[src/rtl/pvcmp_pkg.sv]
package pvcmp_pkg;

   localparam logic [6:0] OPC_CMPBR = 7'b1100011;

   typedef enum logic [2:0] {
      SEL_EQ   = 3'b000,
      SEL_NE   = 3'b001,
      SEL_RSV0 = 3'b010,
      SEL_RSV1 = 3'b011,
      SEL_SLT  = 3'b100,
      SEL_SGE  = 3'b101,
      SEL_ULT  = 3'b110,
      SEL_UGE  = 3'b111
   } cmp_sel_e;

   function automatic logic sel_reserved(input cmp_sel_e s);
      return (s == SEL_RSV0) || (s == SEL_RSV1);
   endfunction

endpackage

[src/rtl/pvcmp_decode.sv]
module pvcmp_decode
   import pvcmp_pkg::*;
#(
   parameter int REGW = 5
) (
   input  logic [31:0]     instr,
   output logic            is_cmp,
   output logic            legal,
   output cmp_sel_e        sel,
   output logic [REGW-1:0] src_a,
   output logic [REGW-1:0] src_b,
   output logic [REGW-1:0] dst_p
);
   logic unused_hi;

   if (REGW != 5) begin : g_bad_regw
      $error("pvcmp_decode: register fields are 5 bits wide");
   end

   assign unused_hi = ^instr[31:25];
   assign is_cmp    = (instr[6:0] == OPC_CMPBR);
   assign sel       = cmp_sel_e'(instr[14:12]);
   assign legal     = !sel_reserved(sel);
   assign src_a     = instr[19:15];
   assign src_b     = instr[24:20];
   assign dst_p     = instr[11:7];
endmodule

[src/rtl/pvcmp_opaddr.sv]
module pvcmp_opaddr #(
   parameter int REGW = 5,
   parameter int POSW = 4
) (
   input  logic [REGW-1:0] src,
   input  logic            stepped,
   input  logic [POSW-1:0] idx,
   output logic [REGW-1:0] addr
);
   logic [REGW-1:0] offs;

   if (POSW > REGW) begin : g_trunc
      assign offs = idx[REGW-1:0];
   end else begin : g_ext
      assign offs = REGW'(idx);
   end

   assign addr = stepped ? (src + offs) : src;
endmodule

[src/rtl/pvcmp_cmp.sv]
module pvcmp_cmp
   import pvcmp_pkg::*;
#(
   parameter int XLEN      = 32,
   parameter int CMP_STYLE = 1
) (
   input  cmp_sel_e        sel,
   input  logic [XLEN-1:0] a,
   input  logic [XLEN-1:0] b,
   output logic            res
);
   logic eq, slt, ult;

   if (XLEN < 2) begin : g_bad_xlen
      $error("pvcmp_cmp: XLEN must be at least 2");
   end

   if (CMP_STYLE == 0) begin : g_direct
      assign eq  = (a == b);
      assign ult = (a < b);
      assign slt = ($signed(a) < $signed(b));
   end else begin : g_sub
      logic [XLEN:0] diff;
      logic          borrow;
      assign diff   = {1'b0, a} - {1'b0, b};
      assign borrow = diff[XLEN];
      assign eq     = (diff[XLEN-1:0] == '0);
      assign ult    = borrow;
      assign slt    = (a[XLEN-1] != b[XLEN-1]) ? a[XLEN-1] : borrow;
   end

   always_comb begin
      case (sel)
         SEL_EQ:  res = eq;
         SEL_NE:  res = !eq;
         SEL_SLT: res = slt;
         SEL_SGE: res = !slt;
         SEL_ULT: res = ult;
         SEL_UGE: res = !ult;
         default: res = 1'b0;
      endcase
   end
endmodule

[src/rtl/pvcmp_seq.sv]
module pvcmp_seq
   import pvcmp_pkg::*;
#(
   parameter int XLEN      = 32,
   parameter int NREG      = 32,
   parameter int VLMAX     = 16,
   parameter int CMP_STYLE = 1,
   localparam int REGW     = $clog2(NREG),
   localparam int POSW     = $clog2(VLMAX),
   localparam int VLW      = $clog2(VLMAX + 1)
) (
   input  logic                clk,
   input  logic                rst_n,
   input  logic                start,
   input  logic [31:0]         instr,
   input  logic [VLW-1:0]      vl,
   input  logic [NREG*VLW-1:0] reg_vlen,
   output logic [REGW-1:0]     rf_addr_a,
   input  logic [XLEN-1:0]     rf_data_a,
   output logic [REGW-1:0]     rf_addr_b,
   input  logic [XLEN-1:0]     rf_data_b,
   output logic                pred_we,
   output logic [REGW-1:0]     pred_sel,
   output logic [POSW-1:0]     pred_pos,
   output logic                pred_val,
   output logic                busy,
   output logic                done,
   output logic                illegal
);
   if (NREG != 32) begin : g_bad_nreg
      $error("pvcmp_seq: NREG must be 32 to match 5-bit register fields");
   end
   if (VLMAX < 2 || (VLMAX & (VLMAX - 1)) != 0) begin : g_bad_vlmax
      $error("pvcmp_seq: VLMAX must be a power of two, at least 2");
   end
   if (CMP_STYLE != 0 && CMP_STYLE != 1) begin : g_bad_style
      $error("pvcmp_seq: CMP_STYLE must be 0 or 1");
   end

   // decode
   logic            dec_is_cmp, dec_legal;
   cmp_sel_e        dec_sel;
   logic [REGW-1:0] dec_src [2];
   logic [REGW-1:0] dec_dst;

   pvcmp_decode #(.REGW(REGW)) u_dec (
      .instr  (instr),
      .is_cmp (dec_is_cmp),
      .legal  (dec_legal),
      .sel    (dec_sel),
      .src_a  (dec_src[0]),
      .src_b  (dec_src[1]),
      .dst_p  (dec_dst)
   );

   // sequencer state
   logic            busy_q, done_q, illegal_q;
   logic [POSW-1:0] idx_q;
   logic [VLW-1:0]  vl_q;
   cmp_sel_e        sel_q;
   logic [REGW-1:0] src_q [2];
   logic            vec_q [2];
   logic [REGW-1:0] dst_q;

   logic [VLW-1:0]  vl_eff;
   logic            last_elem;
   logic            vec_now [2];
   logic [REGW-1:0] addr [2];

   assign vl_eff    = (vl > VLW'(VLMAX)) ? VLW'(VLMAX) : vl;
   assign last_elem = (VLW'(idx_q) == (vl_q - VLW'(1)));

   for (genvar gi = 0; gi < 2; gi++) begin : g_src
      assign vec_now[gi] = (reg_vlen[dec_src[gi]*VLW +: VLW] > VLW'(1));

      pvcmp_opaddr #(.REGW(REGW), .POSW(POSW)) u_addr (
         .src     (src_q[gi]),
         .stepped (vec_q[gi]),
         .idx     (idx_q),
         .addr    (addr[gi])
      );
   end

   always_ff @(posedge clk) begin
      if (!rst_n) begin
         busy_q    <= 1'b0;
         done_q    <= 1'b0;
         illegal_q <= 1'b0;
         idx_q     <= '0;
         vl_q      <= '0;
         sel_q     <= SEL_EQ;
         src_q[0]  <= '0;
         src_q[1]  <= '0;
         vec_q[0]  <= 1'b0;
         vec_q[1]  <= 1'b0;
         dst_q     <= '0;
      end else begin
         done_q    <= 1'b0;
         illegal_q <= 1'b0;
         if (busy_q) begin
            idx_q <= idx_q + POSW'(1);
            if (last_elem) begin
               busy_q <= 1'b0;
               done_q <= 1'b1;
            end
         end else if (start && dec_is_cmp) begin
            if (!dec_legal) begin
               illegal_q <= 1'b1;
            end else begin
               idx_q    <= '0;
               vl_q     <= vl_eff;
               sel_q    <= dec_sel;
               src_q[0] <= dec_src[0];
               src_q[1] <= dec_src[1];
               vec_q[0] <= vec_now[0];
               vec_q[1] <= vec_now[1];
               dst_q    <= dec_dst;
               if (vl_eff == '0) begin
                  done_q <= 1'b1;
               end else begin
                  busy_q <= 1'b1;
               end
            end
         end
      end
   end

   pvcmp_cmp #(.XLEN(XLEN), .CMP_STYLE(CMP_STYLE)) u_cmp (
      .sel (sel_q),
      .a   (rf_data_a),
      .b   (rf_data_b),
      .res (pred_val)
   );

   assign rf_addr_a = addr[0];
   assign rf_addr_b = addr[1];
   assign pred_we   = busy_q;
   assign pred_sel  = dst_q;
   assign pred_pos  = idx_q;
   assign busy      = busy_q;
   assign done      = done_q;
   assign illegal   = illegal_q;

   // completion is a single-cycle pulse outside the busy window
   assert_done_pulse_R6: assert property (@(posedge clk) disable iff (!rst_n)
      done |=> !done);
   assert_done_idle_R6: assert property (@(posedge clk) disable iff (!rst_n)
      done |-> !busy);

   // reserved selectors flag once and never launch
   assert_illegal_pulse_R3: assert property (@(posedge clk) disable iff (!rst_n)
      illegal |=> !illegal);
   assert_illegal_idle_R3: assert property (@(posedge clk) disable iff (!rst_n)
      illegal |-> (!busy && !done));

   // writes stay below the latched element count
   assert_pos_below_vl_R7: assert property (@(posedge clk) disable iff (!rst_n)
      pred_we |-> (VLW'(pred_pos) < vl_q));

   // positions climb by one with a fixed destination
   assert_pos_step_R5: assert property (@(posedge clk) disable iff (!rst_n)
      (pred_we && $past(pred_we)) |-> (pred_pos == $past(pred_pos) + POSW'(1)));
   assert_dst_stable_R5: assert property (@(posedge clk) disable iff (!rst_n)
      (pred_we && $past(pred_we)) |-> $stable(pred_sel));

   // a scalar source is read from one register throughout
   assert_scalar_addr_R4: assert property (@(posedge clk) disable iff (!rst_n)
      (busy && $past(busy) && !vec_q[0]) |-> $stable(rf_addr_a));
endmodule

[config.mk]
export PLATFORM = sky130hd
export DESIGN_NAME = pvcmp_seq
export DESIGN_NICKNAME = d
export VERILOG_FILES = /design/src/rtl/pvcmp_pkg.sv /design/src/rtl/pvcmp_decode.sv /design/src/rtl/pvcmp_opaddr.sv /design/src/rtl/pvcmp_cmp.sv /design/src/rtl/pvcmp_seq.sv
export SDC_FILE = /design/constraint.sdc
export NUM_CORES = 1
export LEC_CHECK = 0
export BUFFER_PORTS_ARGS = -buffer_cell sky130_fd_sc_hd__buf_2
export CORE_UTILIZATION = 35
export CTS_CLUSTER_SIZE = 10
export DETAILED_ROUTE_END_ITERATION = 10
export PLACE_DENSITY_LB_ADDON = 0.08
export REMOVE_ABC_BUFFERS = 1
export SYNTH_ARGS = -nofsm -noshare
export SYNTH_HDL_FRONTEND = slang
export SYNTH_SLANG_ARGS = --single-unit
export TNS_END_PERCENT = 100
[constraint.sdc]
create_clock -name clk -period 8.3 [get_ports clk]
set_input_delay 0.415 -clock clk [delete_from_list [all_inputs] [get_ports clk]]
set_output_delay 0.415 -clock clk [all_outputs]
set_load 0.01 [all_outputs]
==> qor.yml <==
run_status:
  status: "finished clean"
logic_synthesis:
  ys_types: 68
  yosysWarnings: 0
  synthTopCellsByCount: "inv_1 (51), nand2_1 (50), nor2_1 (48)"
  ys_ff_latch: 32
  synth_ff_type: "dfxtp_1"
  postSynthCellCount: 562
  synthArstFlopShare: 0
  avgSynthCellArea_um2: 7.99
  synth_edf_count: 12
  synth_most_common_cell: "inv_1"
  synth_top_area_frac: 0.117
  mappedNetlistArea_mm2: 0.00449
  ys_seq_area_frac: 0.169
  ys_top_cells_by_area: "ha_1 (12%), mux4_2 (9.0%), dfxtp_1 (8.9%)"
  synth_top_area_cell: "ha_1"
floorplan:
  die_w_um: 115
  fp.coreArea_mm2: 0.0126
  die_h_um: 115
  io_pins: 288
  row_count: 41
  start_util: 0.357
  die-area_mm2: 0.0133
timing:
  rsz0062_at_grt: "false"
  worst_pin_slew_ps: 669
  fmax_ghz: 0.221
  setup_viol: 0
  slew_headroom: 0.550
  fin_skew_ps: 5.34
  fin_crit_sh: 0.546
  hold_viol_final: 0
  slew_violations: 0
  tns_ps: 0
  holdWs_ps: 352
  min_period_ps: 4530
cells_and_area:
  num-fill-cells: 1278
  synthToLayoutAreaGrowth_pct: 34.2
  drive_above_1_share: 0.365
  multi_input_area_mm2: 0.00347
  seq_area_um2: 761
  final_nets: 1111
  finish.instance_area_mm2: 0.00603
global_routing:
  grt_max_degree: 18
  grt_pass1_wl_um: 24000
  first_global_vias: 5090
  antenna_found_initial: 1
  grtUsageTotal: 0.230
  overflow: 0
detailed_routing:
  drcViolationCount: 0
  first_iter_violations: 265
  route.vias.total: 5259
  wl_per_cell_um: 15.4
  viasPerCell: 5.39
  dr.pass1.iters: 4
  routed_wl_um: 15000
  drtAntennaViolNets: 0
cts:
  post_cts_buffers: 0
  clock-sinks: 32
  clk_transition_reported_paths_ps: 50
  cts_buffers: 5
  clk_path_buf_depth: 2
  cts_tree: "done"
  insertion_delay_ps: 280
  cts_root_buf: "clkbuf_16"
  cts.repair.resized: 0
  postCtsHoldBufs: 0
  htreeDepth: 2
placed_design:
  dp_hpwl_um: 13300
  finalWeightedCongestion: 0.906
  postPlaceCellArea_mm2: 0.00588
  port_buffers: 248
pwr:
  leakage_nw: 2.87
  power.density_mw_per_mm2: 100
  irDropWorstVdd_mv: 0.0733
critical_path:
  critPathLaunchType: "input pin"
  critical_path_arrival_ps: 4120
  worstPathMaxFanout: 6
  path_class: "input pin to output port"
  required_ps: 7890
  worstSetupEndpointType: "output port"
run:
  max_cap_violations: 0
hold_path:
  worstHoldPathType: "input pin to flop"
## final cells by class
class,count,share of cell area
Antenna cell,1,0.000415
Clock inverter,3,0.00311
Inverter,51,0.0318
Timing Repair Buffer,248,0.206
Tap cell,172,0.0357
Clock buffer,5,0.0208
Sequential cell,32,0.126
Multi-Input combinational cell,464,0.576
## report_power, final
group          total (W)  internal [W]  switching (W)  leakage (nW)
logic           0.000262      0.000120       0.000142          2.53
registers       0.000169      0.000166     0.00000251         0.275
clock network   0.000174      0.000110      0.0000641        0.0736
## placed cells by master, fill, tap and decap left out, types with 9 or more instances in the layout
cell	netlist	final
buf_2	0	248
inv_1	51	51
nand2_1	50	50
nor2_1	48	48
ha_1	42	42
nor4_1	39	39
a21oi_1	34	34
o21ai_0	28	28
dfxtp_1	20	20
xnor2_1	19	19
mux4_2	18	18
nor3_1	15	15
and3_1	12	12
edfxtp_1	12	12
a211oi_1	10	10
o21a_1	10	10
nand3_1	10	10
a22o_1	9	9
## sequential cells by signal (all words and copies together) (netlist names)
register,flops
src_q,10
pred_sel,5
vl_q,5
pred_pos,4
sel_q,3
vec_q,2
busy,1
done,1
illegal,1
## worst paths after layout
check                                    from          end  slack (ps)  cells after the start
worst max-delay path            rf_data_a[22]     pred_val        3770                     13
worst min-delay path                instr[12]     sel_q[0]         350                      3
worst max register to register           busy      vl_q[1]        6550                      3
worst min register to register    pred_sel[4]  pred_sel[4]         470                      1
## cells by family after synthesis
| group | after synthesis | synth area share |
|---|---|---|
| AO/OA/AOI/OAI | 151 | 0.233 |
| XOR/XNOR | 22 | 0.0429 |
| adder cells (fa/ha/maj) | 45 | 0.130 |
| buffers and inverters | 66 | 0.0579 |
| flip-flops | 32 | 0.169 |
| multiplexers | 30 | 0.119 |
| AND/OR/NAND/NOR | 216 | 0.248 |
## critical path: stages
cell and delay, ps:
buf_2 100, ha_1 410, a21oi_1 360, nor2_1 90, nor4_1 600, o2111ai_1 210, a2111o_1 430, a2111o_1 350
nor4_1 340, o2111ai_1 200, or3_1 370, nand3_1 100, buf_2 140
## per-layer routing
metal | share of wire | track usage | vias to the layer above
li1 | - | - | 2626
met1 | 0.43 | 0.285 | 2393
met2 | 0.48 | 0.406 | 213
met3 | 0.054 | 0.0195 | 27
met4 | 0.035 | 0.100 | 0
met5 | 0 | 0 | -
## metrics by stage
step	setup WS [ps]	power, W	std cells	util
6_report	3770	0.000605	976	0.479
5_1_grt	3560	0.000648	976	0.479
3_3_place_gp	3710	0.000429	967	0.468
3_5_place_dp	3780	0.000432	967	0.468
2_1_floorplan	4480	0.000328	547	-
4_1_cts	3770	0.000611	975	0.479
Note: power is estimated with default switching activity, not from simulation.
